[src/rtl/cmp_pkg.sv]
// Package: shared constants for the compare channel.
// Assumes mode and status fields sit in the low bits of a byte register.
package cmp_pkg;
    localparam int MODE_IE = 0;   // interrupt enable bit
    localparam int MODE_ME = 1;   // match enable bit
    localparam int MODE_CE = 2;   // compare enable bit
    localparam int STAT_FLAG = 0; // match flag bit in status register

    typedef struct packed {
        logic ce;
        logic me;
        logic ie;
    } mode_t;
endpackage

[src/rtl/cmp_regs.sv]
// Module: register file for the compare channel.
// Holds the compare bytes and mode bits, applies the byte-write side effects
// on compare enable, decodes a flag-clear request, and drives the read mux.
// Assumes byte addresses 0..NB-1 are compare lanes (lane 0 lowest),
// NB is the mode register and NB+1 is status.
module cmp_regs #(
    parameter int TB_W   = 16,
    parameter int BYTE_W = 8,
    localparam int NB    = TB_W / BYTE_W,
    localparam int AW    = $clog2(NB + 2)
) (
    input  logic              clk,
    input  logic              rst_n,
    input  logic              wr_en,
    input  logic [AW-1:0]     wr_addr,
    input  logic [BYTE_W-1:0] wr_data,
    input  logic [AW-1:0]     rd_addr,
    input  logic              flag,
    output logic [BYTE_W-1:0] rd_data,
    output logic [TB_W-1:0]   cmp_val,
    output cmp_pkg::mode_t    mode,
    output logic              clr_req
);
    import cmp_pkg::*;

    localparam logic [AW-1:0] A_LOW  = AW'(0);
    localparam logic [AW-1:0] A_HIGH = AW'(NB - 1);
    localparam logic [AW-1:0] A_MODE = AW'(NB);
    localparam logic [AW-1:0] A_STAT = AW'(NB + 1);

    logic [NB-1:0][BYTE_W-1:0] lane_q;

    // One register per compare byte lane.
    for (genvar g = 0; g < NB; g++) begin : g_lane
        always_ff @(posedge clk) begin
            if (!rst_n)
                lane_q[g] <= '0;
            else if (wr_en && wr_addr == AW'(g))
                lane_q[g] <= wr_data;
        end
    end

    assign cmp_val = lane_q;

    // Mode bits: direct writes, plus compare-enable side effects of byte writes.
    always_ff @(posedge clk) begin
        if (!rst_n) begin
            mode <= '0;
        end else if (wr_en) begin
            if (wr_addr == A_MODE) begin
                mode.ie <= wr_data[MODE_IE];
                mode.me <= wr_data[MODE_ME];
                mode.ce <= wr_data[MODE_CE];
            end else if (wr_addr == A_LOW) begin
                mode.ce <= 1'b0;
            end else if (wr_addr == A_HIGH) begin
                mode.ce <= 1'b1;
            end
        end
    end

    // A status write with a zero in the flag bit requests a clear.
    assign clr_req = wr_en && (wr_addr == A_STAT) && !wr_data[STAT_FLAG];

    // Read multiplexer over lanes, mode and status.
    always_comb begin
        rd_data = '0;
        if (rd_addr == A_MODE) begin
            rd_data[MODE_IE] = mode.ie;
            rd_data[MODE_ME] = mode.me;
            rd_data[MODE_CE] = mode.ce;
        end else if (rd_addr == A_STAT) begin
            rd_data[STAT_FLAG] = flag;
        end else begin
            for (int i = 0; i < NB; i++)
                if (rd_addr == AW'(i))
                    rd_data = lane_q[i];
        end
    end
endmodule

[src/rtl/cmp_detect.sv]
// Module: equality detector between the timebase and the compare value.
// Compares lane by lane and qualifies the result with both enables.
// Purely combinational; the flag register downstream provides the delay.
module cmp_detect #(
    parameter int TB_W   = 16,
    parameter int BYTE_W = 8,
    localparam int NB    = TB_W / BYTE_W
) (
    input  logic [TB_W-1:0] timebase,
    input  logic [TB_W-1:0] cmp_val,
    input  logic            ce,
    input  logic            me,
    output logic            hit
);
    logic [NB-1:0] lane_eq;

    // Per-lane equality.
    for (genvar g = 0; g < NB; g++) begin : g_eq
        assign lane_eq[g] = (timebase[g*BYTE_W +: BYTE_W] == cmp_val[g*BYTE_W +: BYTE_W]);
    end

    assign hit = ce && me && (&lane_eq);
endmodule

[src/rtl/cmp_flag.sv]
// Module: sticky match flag and interrupt request.
// The flag is set by a hit and cleared only by a software request.
// A set has priority over a clear in the same cycle.
module cmp_flag (
    input  logic clk,
    input  logic rst_n,
    input  logic hit,
    input  logic clr_req,
    input  logic ie,
    output logic flag,
    output logic irq
);
    // Flag register: set wins over clear.
    always_ff @(posedge clk) begin
        if (!rst_n)
            flag <= 1'b0;
        else if (hit)
            flag <= 1'b1;
        else if (clr_req)
            flag <= 1'b0;
    end

    assign irq = flag && ie;
endmodule

[src/rtl/cmp_match_chan.sv]
// Module: top of the compare channel.
// Ties the register file, the detector and the flag logic together.
// Assumes the timebase is already in this clock domain.
module cmp_match_chan #(
    parameter int TB_W   = 16,
    parameter int BYTE_W = 8,
    localparam int NB    = TB_W / BYTE_W,
    localparam int AW    = $clog2(NB + 2)
) (
    input  logic              clk,
    input  logic              rst_n,
    input  logic              wr_en,
    input  logic [AW-1:0]     wr_addr,
    input  logic [BYTE_W-1:0] wr_data,
    input  logic [AW-1:0]     rd_addr,
    output logic [BYTE_W-1:0] rd_data,
    input  logic [TB_W-1:0]   timebase,
    output logic              flag,
    output logic              irq
);
    logic [TB_W-1:0] cmp_val;
    cmp_pkg::mode_t  mode;
    logic            clr_req;
    logic            hit;

    cmp_regs #(.TB_W(TB_W), .BYTE_W(BYTE_W)) u_regs (
        .clk     (clk),
        .rst_n   (rst_n),
        .wr_en   (wr_en),
        .wr_addr (wr_addr),
        .wr_data (wr_data),
        .rd_addr (rd_addr),
        .flag    (flag),
        .rd_data (rd_data),
        .cmp_val (cmp_val),
        .mode    (mode),
        .clr_req (clr_req)
    );

    cmp_detect #(.TB_W(TB_W), .BYTE_W(BYTE_W)) u_det (
        .timebase (timebase),
        .cmp_val  (cmp_val),
        .ce       (mode.ce),
        .me       (mode.me),
        .hit      (hit)
    );

    cmp_flag u_flag (
        .clk     (clk),
        .rst_n   (rst_n),
        .hit     (hit),
        .clr_req (clr_req),
        .ie      (mode.ie),
        .flag    (flag),
        .irq     (irq)
    );
endmodule

[config.mk]
export PLATFORM = sky130hd
export DESIGN_NAME = cmp_match_chan
export DESIGN_NICKNAME = d
export VERILOG_FILES = /design/src/rtl/cmp_pkg.sv /design/src/rtl/cmp_regs.sv /design/src/rtl/cmp_detect.sv /design/src/rtl/cmp_flag.sv /design/src/rtl/cmp_match_chan.sv
export SDC_FILE = /design/constraint.sdc
export NUM_CORES = 1
export LEC_CHECK = 0
export BUFFER_PORTS_ARGS = -buffer_cell sky130_fd_sc_hd__buf_2
export CORE_MARGIN = 2
export CORE_UTILIZATION = 43
export CTS_CLUSTER_SIZE = 14
export DETAILED_ROUTE_END_ITERATION = 12
export PLACE_DENSITY = 0.79
export SETUP_SLACK_MARGIN = 0.05
export SLEW_MARGIN = 25
export SYNTH_ARGS = -nofsm -noshare
export SYNTH_HDL_FRONTEND = slang
export SYNTH_HIERARCHICAL = 1
export SYNTH_SLANG_ARGS = --single-unit
[constraint.sdc]
create_clock -name clk -period 1.5 [get_ports clk]
set_clock_uncertainty 0.15 [all_clocks]
set_input_delay 0.225 -clock clk [delete_from_list [all_inputs] [get_ports clk]]
set_output_delay 0.225 -clock clk [all_outputs]
set_load 0.02 [all_outputs]
==> flow_summary.json, run 1 <==
{
  "outcome": "complete, but fails checks",
  "violations": "setup timing",
  "vias": 1057,
  "ys_seq_area_share_pct": 36.4,
  "place_hpwl_um": 2050,
  "finalCriticalPeriod_ns": 1.74,
  "min_period_over_period_pct": 116,
  "crit_top_cell": "buf_6",
  "synthMuxAreaShare_pct": 8.41,
  "end_kind": "output pin",
  "clkLatencyLatePin_ns": 0.30,
  "slew_viol_final": 0,
  "cts_max_level": 1,
  "io_buffer_count": 40,
  "synth-simple-area-share_pct": 24.5,
  "power_density_nw_per_um2": 776,
  "r2r-start": "u_regs/cmp_val[7]",
  "clockPowerShare_pct": 35.9,
  "drive_above_1_share_pct": 49.4,
  "crit_path_start": "u_regs/cmp_val[0]",
  "antenna_left": 0,
  "synth_area_sq_um": 1100,
  "cts_buffers": 3,
  "finish.utilization_pct": 64.7,
  "clock_sinks": 20,
  "cap_violations": 0,
  "yosys.area.top_type": "dfxtp_1",
  "slowest_delay_ns": 0.45,
  "synthToLayoutAreaGrowth_pct": 44.3,
  "synth_cell_type_count": 29,
  "cts_max_path_buffers": 2,
  "internal-power_w": 0.000937,
  "post_synth_xor_area_fraction_pct": 12.7,
  "fin_ws_ns": -0.244,
  "most-common-layout-cells": "buf_2 (32), nand3_1 (17), buf_4 (14), xnor2_1 (12)",
  "syn_inst": 124,
  "startpoint_type": "flop",
  "p_seq_share_pct": 46.0,
  "slew_headroom_pct": 68.8,
  "fin_hold_ws_ns": 0.0127,
  "layout_commonest_cell": "buf_2",
  "ys_ff_latch": 20,
  "cts_tree": "done",
  "overflow": 0,
  "slowest_stage": "mux4_2",
  "grt_pass1_vias": 1022,
  "p_switching_w": 0.000297,
  "wl_per_cell_um": 13.4,
  "drc": 0,
  "antenna_found_initial": 0,
  "start_util_pct": 44.9,
  "hold_violations": 0,
  "preCtsSetupSlack_ns": -0.145,
  "switching_share_pct": 24.1,
  "regToRegSetupSlack_ns": -0.17,
  "worstPathArrival_ns": 1.37,
  "hp-class": "input pin to flop",
  "finalSetupViolCount": 5,
  "synth_fp_nets": 155,
  "layout.nets": 210,
  "grt_max_degree": 28,
  "fmax_mhz": 573,
  "antennaDiodeCount": 0,
  "cts.hold.buffers_added": 0,
  "rsz0062_at_grt": "true",
  "p_leak_nw": 0.692,
  "reg2reg_to": "u_flag/flag",
  "synthAdderAreaFrac_pct": 0,
  "routed_via_density": 5.08,
  "yosys-top-cells-area": "dfxtp_1 (36%), xnor2_1 (10%), nand3_1 (7.7%), mux2i_1 (6.4%), o21ai_2 (6.4%)",
  "crit_chain": "buf_6 -> mux4_2 -> buf_6",
  "grt_pass1_wl_um": 4330,
  "routed_wirelength_um": 2790,
  "drt_pre_antenna_iters": 4,
  "worstSetupPathType": "flop to output pin",
  "synth_compound_area_share_pct": 13.5,
  "fp-row-count": 18,
  "root_buffer": "clkbuf_4",
  "gp_congestion": 0.764,
  "die_w_um": 54.6,
  "core_sq_um": 2450,
  "drt_iter0_drc": 19,
  "io_pins": 41,
  "worstPathRequired_ns": 1.12,
  "syn_area_per_cell_sq_um": 8.88,
  "tightest_slew_ns": 0.468,
  "yosys_warnings": 6,
  "track_usage_pct": 20.5,
  "rr_worst_depth": 5,
  "max-vdd-ir-drop_v": 0.000914,
  "netlist.area_leader.share_pct": 36.4,
  "clkTransAtPathRegs_ns": 0.12,
  "tns_ns": -0.461,
  "p_total_w": 0.00123,
  "die_y_um": 54.6,
  "cp-endpoint": "rd_data[0]",
  "worst-path-max-fanout": 2,
  "dieArea_sq_um": 2980,
  "comb_power_share_pct": 18.1,
  "synth_top_family_by_area": "simple AND/OR/NAND/NOR gates"
}
flip-flops by register name, indices dropped and copies added (netlist names):
signal,cells
u_flag/flag,1
u_regs/mode,3
u_regs/cmp_val,16
cell usage after synthesis:
master	number
dfxtp_1	20
nand3_1	17
o21ai_0	13
xnor2_1	13
nand2_1	10
o21ai_2	8
mux2i_1	7
nor2_1	5
clkbuf_1	3
nand4_1	3
xor2_1	3
buf_2	2
inv_1	2
nand3_2	2
nand3b_1	2
a31oi_1	1
and2_2	1
and4b_1	1
buf_1	1
buf_6	1
clkbuf_2	1
mux4_2	1
nand4b_1	1
nor2b_1	1
nor2b_4	1
nor4_2	1
o21a_1	1
or3b_1	1
or4_1	1
worst min-delay path by stage:
stage,endpoint,start,slack [ns],cells after the start
3_3_place_gp,u_regs/mode[0],u_regs/mode[0],0.33,2
5_1_grt,u_regs/cmp_val[4],wr_data[4],0.008,3
3_5_place_dp,u_regs/mode[0],u_regs/mode[0],0.33,2
6_report,u_regs/cmp_val[7],wr_data[7],0.01,3
2_1_floorplan,u_flag/flag,rst_n,0.19,1
4_1_cts,u_regs/cmp_val[7],wr_data[7],0.009,3
critical path, delay by kind of cell (launching register included):
kind                   cells  cell delay (ns)
buffers and inverters      2             0.26
DFF                        1             0.36
muxes                      1             0.45
cell type report:
class,count,area (sq um)
Tap cell,30,37.5
Sequential cell,20,414
Timing Repair Buffer,58,418
Inverter,2,7.51
Fill cell,214,866
Multi-Input combinational cell,94,659
Clock buffer,3,22.5
Clock inverter,1,30.0
stage by stage:
stage | area, sq um | instances
final | 1590 | 208
after global routing | 1590 | 208
after CTS | 1570 | 207
after detailed placement | 1440 | 201
after global placement | 1440 | 201
after floorplan | 1100 | 124
power groups by stage:
stage          logic (W)  clock network, W  registers, W
6_report        0.000223          0.000443      0.000568
5_1_grt         0.000243          0.000477      0.000570
4_1_cts         0.000220          0.000452      0.000567
3_5_place_dp    0.000207                 0      0.000576
3_3_place_gp    0.000201                 0      0.000575
2_1_floorplan   0.000112                 0      0.000574
per-layer routing:
layer  part of all wire, %  vias to the layer above  track usage, %
met5                     0                        -               0
met4                  0.36                        0            8.75
met1                    43                      489            24.4
li1                      -                      547               -
met2                    53                       19            35.7
met3                   3.2                        2            3.55
cells by family (layout without fill, tap and decap cells):
logic type | count (synthesis) | count (layout)
AO/OA/AOI/OAI | 23 | 23
XOR/XNOR | 16 | 16
buffers and inverters | 10 | 64
flip-flops | 20 | 20
multiplexers | 8 | 8
AND/OR/NAND/NOR | 47 | 47
timing repair:
item / 4_1_cts / 5_1_grt
pin swaps: 6 / 6
buffers inserted: 2 / 2
setup endpoints to repair: 8 / 9
resized for setup: 24 / 5
(Power assumes the default switching activity.)
==> run 2, diff against run 1 <==
--- a/config.mk
+++ b/config.mk
@@ -7,10 +7,10 @@
 export LEC_CHECK = 0
 export BUFFER_PORTS_ARGS = -buffer_cell sky130_fd_sc_hd__buf_2
 export CORE_MARGIN = 2
-export CORE_UTILIZATION = 43
+export CORE_UTILIZATION = 48
 export CTS_CLUSTER_SIZE = 14
 export DETAILED_ROUTE_END_ITERATION = 12
-export PLACE_DENSITY = 0.79
+export PLACE_DENSITY = 0.83
 export SETUP_SLACK_MARGIN = 0.05
 export SLEW_MARGIN = 25
 export SYNTH_ARGS = -nofsm -noshare
==> constraint.sdc (replaced) <==
create_clock -name clk -period 1.9 [get_ports clk]
set_clock_uncertainty 0.15 [all_clocks]
set_input_delay 0.285 -clock clk [delete_from_list [all_inputs] [get_ports clk]]
set_output_delay 0.285 -clock clk [all_outputs]
set_load 0.02 [all_outputs]
==> run 2 against run 1 <==
Against the previous run: the run now ends clean; non-clock buffer count decreased by 16; worst setup slack improved by 0.42 ns; highest routed layer unchanged; sequential share of layout area up 3.7 points; sequential cell count unchanged; count of clock-buffer cells in the layout up 1; via count fell by 1.3%; routed wire length fell by 0.75%; clock power decreased by 45%; register-to-register slack improved by 0.35 ns; hold slack gained 0.081 ns; first-iteration DRC count up 26%; largest power group unchanged.
==> flow_summary.json, run 2 (synthesized netlist as in run 1, its figures left out) <==
{
  "outcome": "completed",
  "root_buffer": "clkbuf_4",
  "cts.hold.buffers_added": 0,
  "rsz0062_at_grt": "false",
  "layout.nets": 194,
  "antennaDiodeCount": 0,
  "die_y_um": 51.9,
  "reg2reg_to": "u_flag/flag",
  "drt_pre_antenna_iters": 4,
  "largest_reg_flops": 16,
  "crit_chain": "xnor2_1 -> nand4_1 -> or4_1 -> nor4_2 -> o21a_1",
  "gp_congestion": 0.876,
  "regToRegSetupSlack_ns": 0.18,
  "io_pins": 41,
  "post-route-cell-area_sq_um": 1350,
  "grt_pass1_wl_um": 4500,
  "worst-path-max-fanout": 3,
  "p_leak_nw": 0.573,
  "dieArea_sq_um": 2690,
  "finalCriticalPeriod_ns": 1.72,
  "track_usage_pct": 22.9,
  "hold_violations": 0,
  "cts_resized": 0,
  "fmax_mhz": 581,
  "tns_ns": 0,
  "p_seq_share_pct": 53.7,
  "max-vdd-ir-drop_v": 0.000449,
  "drive_above_1_share_pct": 37.0,
  "routed_wirelength_um": 2770,
  "post_cts.repair.setup_buffers": 0,
  "antenna_found_initial": 0,
  "worstPathArrival_ns": 1.82,
  "worstPathRequired_ns": 2.00,
  "slowest_stage": "or4_1",
  "antenna_left": 0,
  "drc": 0,
  "p_switching_w": 0.000218,
  "slowest_delay_ns": 0.56,
  "fin_hold_ws_ns": 0.0939,
  "hp-class": "input pin to flop",
  "io_buffer_count": 40,
  "switching_share_pct": 26.2,
  "clockPowerShare_pct": 29.0,
  "placed_cells": 186,
  "hold_end": "u_regs/cmp_val[5]",
  "grt_max_degree": 29,
  "clkLatencyLatePin_ns": 0.29,
  "cts_buffers": 3,
  "fp-row-count": 17,
  "cap_violations": 0,
  "clock_sinks": 20,
  "cp_num_buf_inv": 0,
  "r2r-start": "u_regs/cmp_val[2]",
  "vias": 1043,
  "tightest_slew_ns": 0.629,
  "power_density_nw_per_um2": 619,
  "cts_tree": "done",
  "drt_iter0_drc": 24,
  "synthToLayoutAreaGrowth_pct": 22.3,
  "wl_per_cell_um": 14.6,
  "routed_via_density": 5.49,
  "min_from": "wr_data[5]",
  "overflow": 0,
  "grt_pass1_vias": 1032,
  "final_cells": 190,
  "internal-power_w": 0.000615,
  "p_total_w": 0.000833,
  "slew_viol_final": 0,
  "worstSetupPathType": "flop to flop",
  "die_w_um": 51.9,
  "n_fill_cell": 215,
  "layout_commonest_cell": "buf_2",
  "slew_headroom_pct": 57.9,
  "finalSetupViolCount": 0,
  "comb_power_share_pct": 17.2,
  "crit_family": "simple AND/OR/NAND/NOR gates",
  "rr_worst_depth": 5,
  "clkTransAtPathRegs_ns": 0.11,
  "most-common-layout-cells": "buf_2 (40), dfxtp_1 (20), nand3_1 (17), xnor2_1 (13), o21ai_0 (13)",
  "hold-path-cell-count": 3,
  "cts_max_path_buffers": 2,
  "core_sq_um": 2190,
  "cts_max_level": 1,
  "place_hpwl_um": 2120,
  "post_dp_cell_area_sq_um": 1310,
  "end_kind": "flop",
  "min_period_over_period_pct": 90.6,
  "start_util_pct": 50.3,
  "startpoint_type": "flop"
}
==> run 2: layout make-up <==
| cell class | count | area [sq um] | share of cell area (%) |
|---|---|---|---|
| clock buffers | 4 | 36.3 | 2.70 |
| repair buffers | 42 | 215 | 16.0 |
| flip-flops and latches | 20 | 400 | 29.7 |
| multi-input cells | 94 | 652 | 48.4 |
| well taps | 28 | 35.0 | 2.60 |
| inverters | 2 | 7.51 | 0.558 |
==> run 2: through the flow <==
step / util [%] / setup slack (ns)
global route: 61.5 / 0.0882
floorplan: - / 0.308
finish: 61.5 / 0.179
detailed placement: 59.8 / 0.167
CTS: 61.5 / 0.166
global placement: 59.8 / 0.254
==> run 2: power groups by stage <==
stage	combinational, W	sequential [W]	clock [W]
floorplan	0.0000876	0.000453	0
global placement	0.000136	0.000456	0
detailed placement	0.000142	0.000457	0
CTS	0.000143	0.000448	0.000251
global route	0.000156	0.000450	0.000264
finish	0.000144	0.000448	0.000242
==> run 2: metal layers <==
| layer | vias up | GRT usage, % | wire [um] |
|---|---|---|---|
| met5 | - | 0 | 0 |
| met3 | 4 | 4.60 | 182 |
| li1 | 515 | - | - |
| met2 | 37 | 41.4 | 1410 |
| met4 | 0 | 9.21 | 34 |
| met1 | 487 | 25.9 | 1150 |
==> run 2: worst reg2reg max path, delay by kind of cell, from the launching register on <==
kind            cells  cell delay, ns
flops               1            0.41
xor+xnor            1            0.13
compound gates      1            0.15
simple gates        3            0.84
==> run 2: worst max-delay path by stage <==
stage	startpoint	to	slack (ns)	cells past startpoint
5_1_grt	u_regs/cmp_val[2]	u_flag/flag	0.09	5
3_3_place_gp	timebase[0]	u_flag/flag	0.25	6
3_5_place_dp	timebase[3]	u_flag/flag	0.17	6
2_1_floorplan	rd_addr[1]	rd_data[1]	0.31	3
4_1_cts	u_flag/flag	rd_data[0]	0.17	2
6_report	u_regs/cmp_val[2]	u_flag/flag	0.18	5
==> run 3, diff against run 2 <==
--- a/config.mk
+++ b/config.mk
@@ -10,7 +10,7 @@
 export CORE_UTILIZATION = 48
 export CTS_CLUSTER_SIZE = 14
 export DETAILED_ROUTE_END_ITERATION = 12
-export PLACE_DENSITY = 0.83
+export PLACE_DENSITY_LB_ADDON = 0.3
 export SETUP_SLACK_MARGIN = 0.05
 export SLEW_MARGIN = 25
 export SYNTH_ARGS = -nofsm -noshare
==> run 3 against run 2 <==
Against the previous run: clock power rose by 2%; total power about the same; count of clock-buffer cells in the layout unchanged; routed wire length shrank 12%; sequential cell count unchanged; largest cell class unchanged; largest power group unchanged.
==> flow_summary.json, run 3 (synthesized netlist as in run 1, its figures left out) <==
{
  "end_kind": "output pin",
  "power_density_nw_per_um2": 618,
  "vias": 1012,
  "grt_pass1_vias": 955,
  "start_util_pct": 50.3,
  "finish.utilization_pct": 61.5,
  "comb_power_share_pct": 16.6,
  "drt_iter0_drc": 18,
  "fmax_mhz": 579,
  "crit_chain": "mux4_2 -> buf_2",
  "antenna_left": 0,
  "cts_tree": "done",
  "slew_headroom_pct": 66.6,
  "post_cts.repair.setup_buffers": 0,
  "tightest_slew_ns": 0.501,
  "cp_num_buf_inv": 1,
  "slew_viol_final": 0,
  "die_w_um": 51.9,
  "routed_wirelength_um": 2440,
  "largest_reg_flops": 16,
  "n_fill_cell": 204,
  "p_switching_w": 0.000218,
  "layout.nets": 194,
  "die_y_um": 51.9,
  "p_leak_nw": 0.573,
  "layout_commonest_cell": "buf_2",
  "clockPowerShare_pct": 29.7,
  "wl_per_cell_um": 12.8,
  "track_usage_pct": 18.8,
  "gp_congestion": 0.744,
  "clkTransAtPathRegs_ns": 0.11,
  "switching_share_pct": 26.1,
  "dieArea_sq_um": 2690,
  "startpoint_type": "flop",
  "cts_max_path_buffers": 2,
  "outcome": "completed",
  "p_seq_share_pct": 53.7,
  "fp-row-count": 17,
  "io_buffer_count": 40,
  "cts.hold.buffers_added": 0,
  "finalCriticalPeriod_ns": 1.73,
  "crit_family": "multiplexers",
  "clkLatencyLatePin_ns": 0.30,
  "fin_hold_ws_ns": 0.0831,
  "slowest_stage": "mux4_2",
  "tns_ns": 0,
  "cts_buffers": 3,
  "multi_input_area_sq_um": 652,
  "max-vdd-ir-drop_v": 0.000366,
  "most-common-layout-cells": "buf_2 (40), dfxtp_1 (20), nand3_1 (17), xnor2_1 (13), o21ai_0 (13)",
  "worstPathRequired_ns": 1.46,
  "place_hpwl_um": 1870,
  "hold_violations": 0,
  "overflow": 0,
  "hp-class": "input pin to flop",
  "register_area_sq_um": 400,
  "final_cells": 190,
  "cap_violations": 0,
  "placed_cells": 186,
  "cts_resized": 0,
  "worstPathArrival_ns": 1.29,
  "io_pins": 41,
  "root_buffer": "clkbuf_4",
  "slowest_delay_ns": 0.47,
  "worstSetupPathType": "flop to output pin",
  "min_period_over_period_pct": 90.9,
  "antenna_found_initial": 0,
  "internal-power_w": 0.000615,
  "finalSetupViolCount": 0,
  "worst-path-max-fanout": 4,
  "grt_max_degree": 29,
  "rsz0062_at_grt": "false",
  "grt_pass1_wl_um": 3820,
  "antennaDiodeCount": 0,
  "drt_pre_antenna_iters": 4,
  "drc": 0,
  "clock_sinks": 20,
  "core_sq_um": 2190,
  "cts_max_level": 1,
  "routed_via_density": 5.33,
  "synthToLayoutAreaGrowth_pct": 22.3,
  "drive_above_1_share_pct": 37.0
}
## run 3: power by group through the flow
stage	registers (W)	clock network, W	logic (W)
after floorplan	0.000453	0	0.0000876
after global placement	0.000456	0	0.000136
after detailed placement	0.000456	0	0.000139
after CTS	0.000447	0.000254	0.000140
after global routing	0.000449	0.000264	0.000152
final	0.000447	0.000247	0.000138
## run 3: tightest hold or removal path, stage by stage
cell and delay (ns):
buf_2 0.10, nand2_1 0.07, o21ai_2 0.05
## run 3: worst paths after layout
| check | startpoint | endpoint | slack (ns) | depth (start not counted) |
|---|---|---|---|---|
| max | u_flag/flag | rd_data[0] | 0.17 | 2 |
| min reg2reg | u_regs/cmp_val[7] | u_regs/cmp_val[7] | 0.35 | 2 |
| max reg2reg | u_regs/cmp_val[2] | u_flag/flag | 0.22 | 5 |
| min | wr_data[4] | u_regs/cmp_val[4] | 0.08 | 3 |
## run 3: routing by layer
layer,routed length (um),up-vias,GRT usage (%)
met5,0,-,0
met4,23,0,6.58
met3,134,3,2.59
met2,1190,25,33.1
met1,1090,470,23.2
li1,-,514,-
## run 3: stage by stage
stage	total power [W]	instance area (sq um)	setup WS [ns]
6_report	0.000833	1350	0.173
5_1_grt	0.000865	1350	0.0941
4_1_cts	0.000840	1350	0.168
3_5_place_dp	0.000596	1310	0.226
3_3_place_gp	0.000592	1310	0.255
2_1_floorplan	0.000541	1100	0.308
## run 3: cell type report
class,count,area share (%)
Multi-Input combinational cell,94,48.4
Tap cell,28,2.60
Clock buffer,4,2.70
Inverter,2,0.558
Sequential cell,20,29.7
Timing Repair Buffer,42,16.0
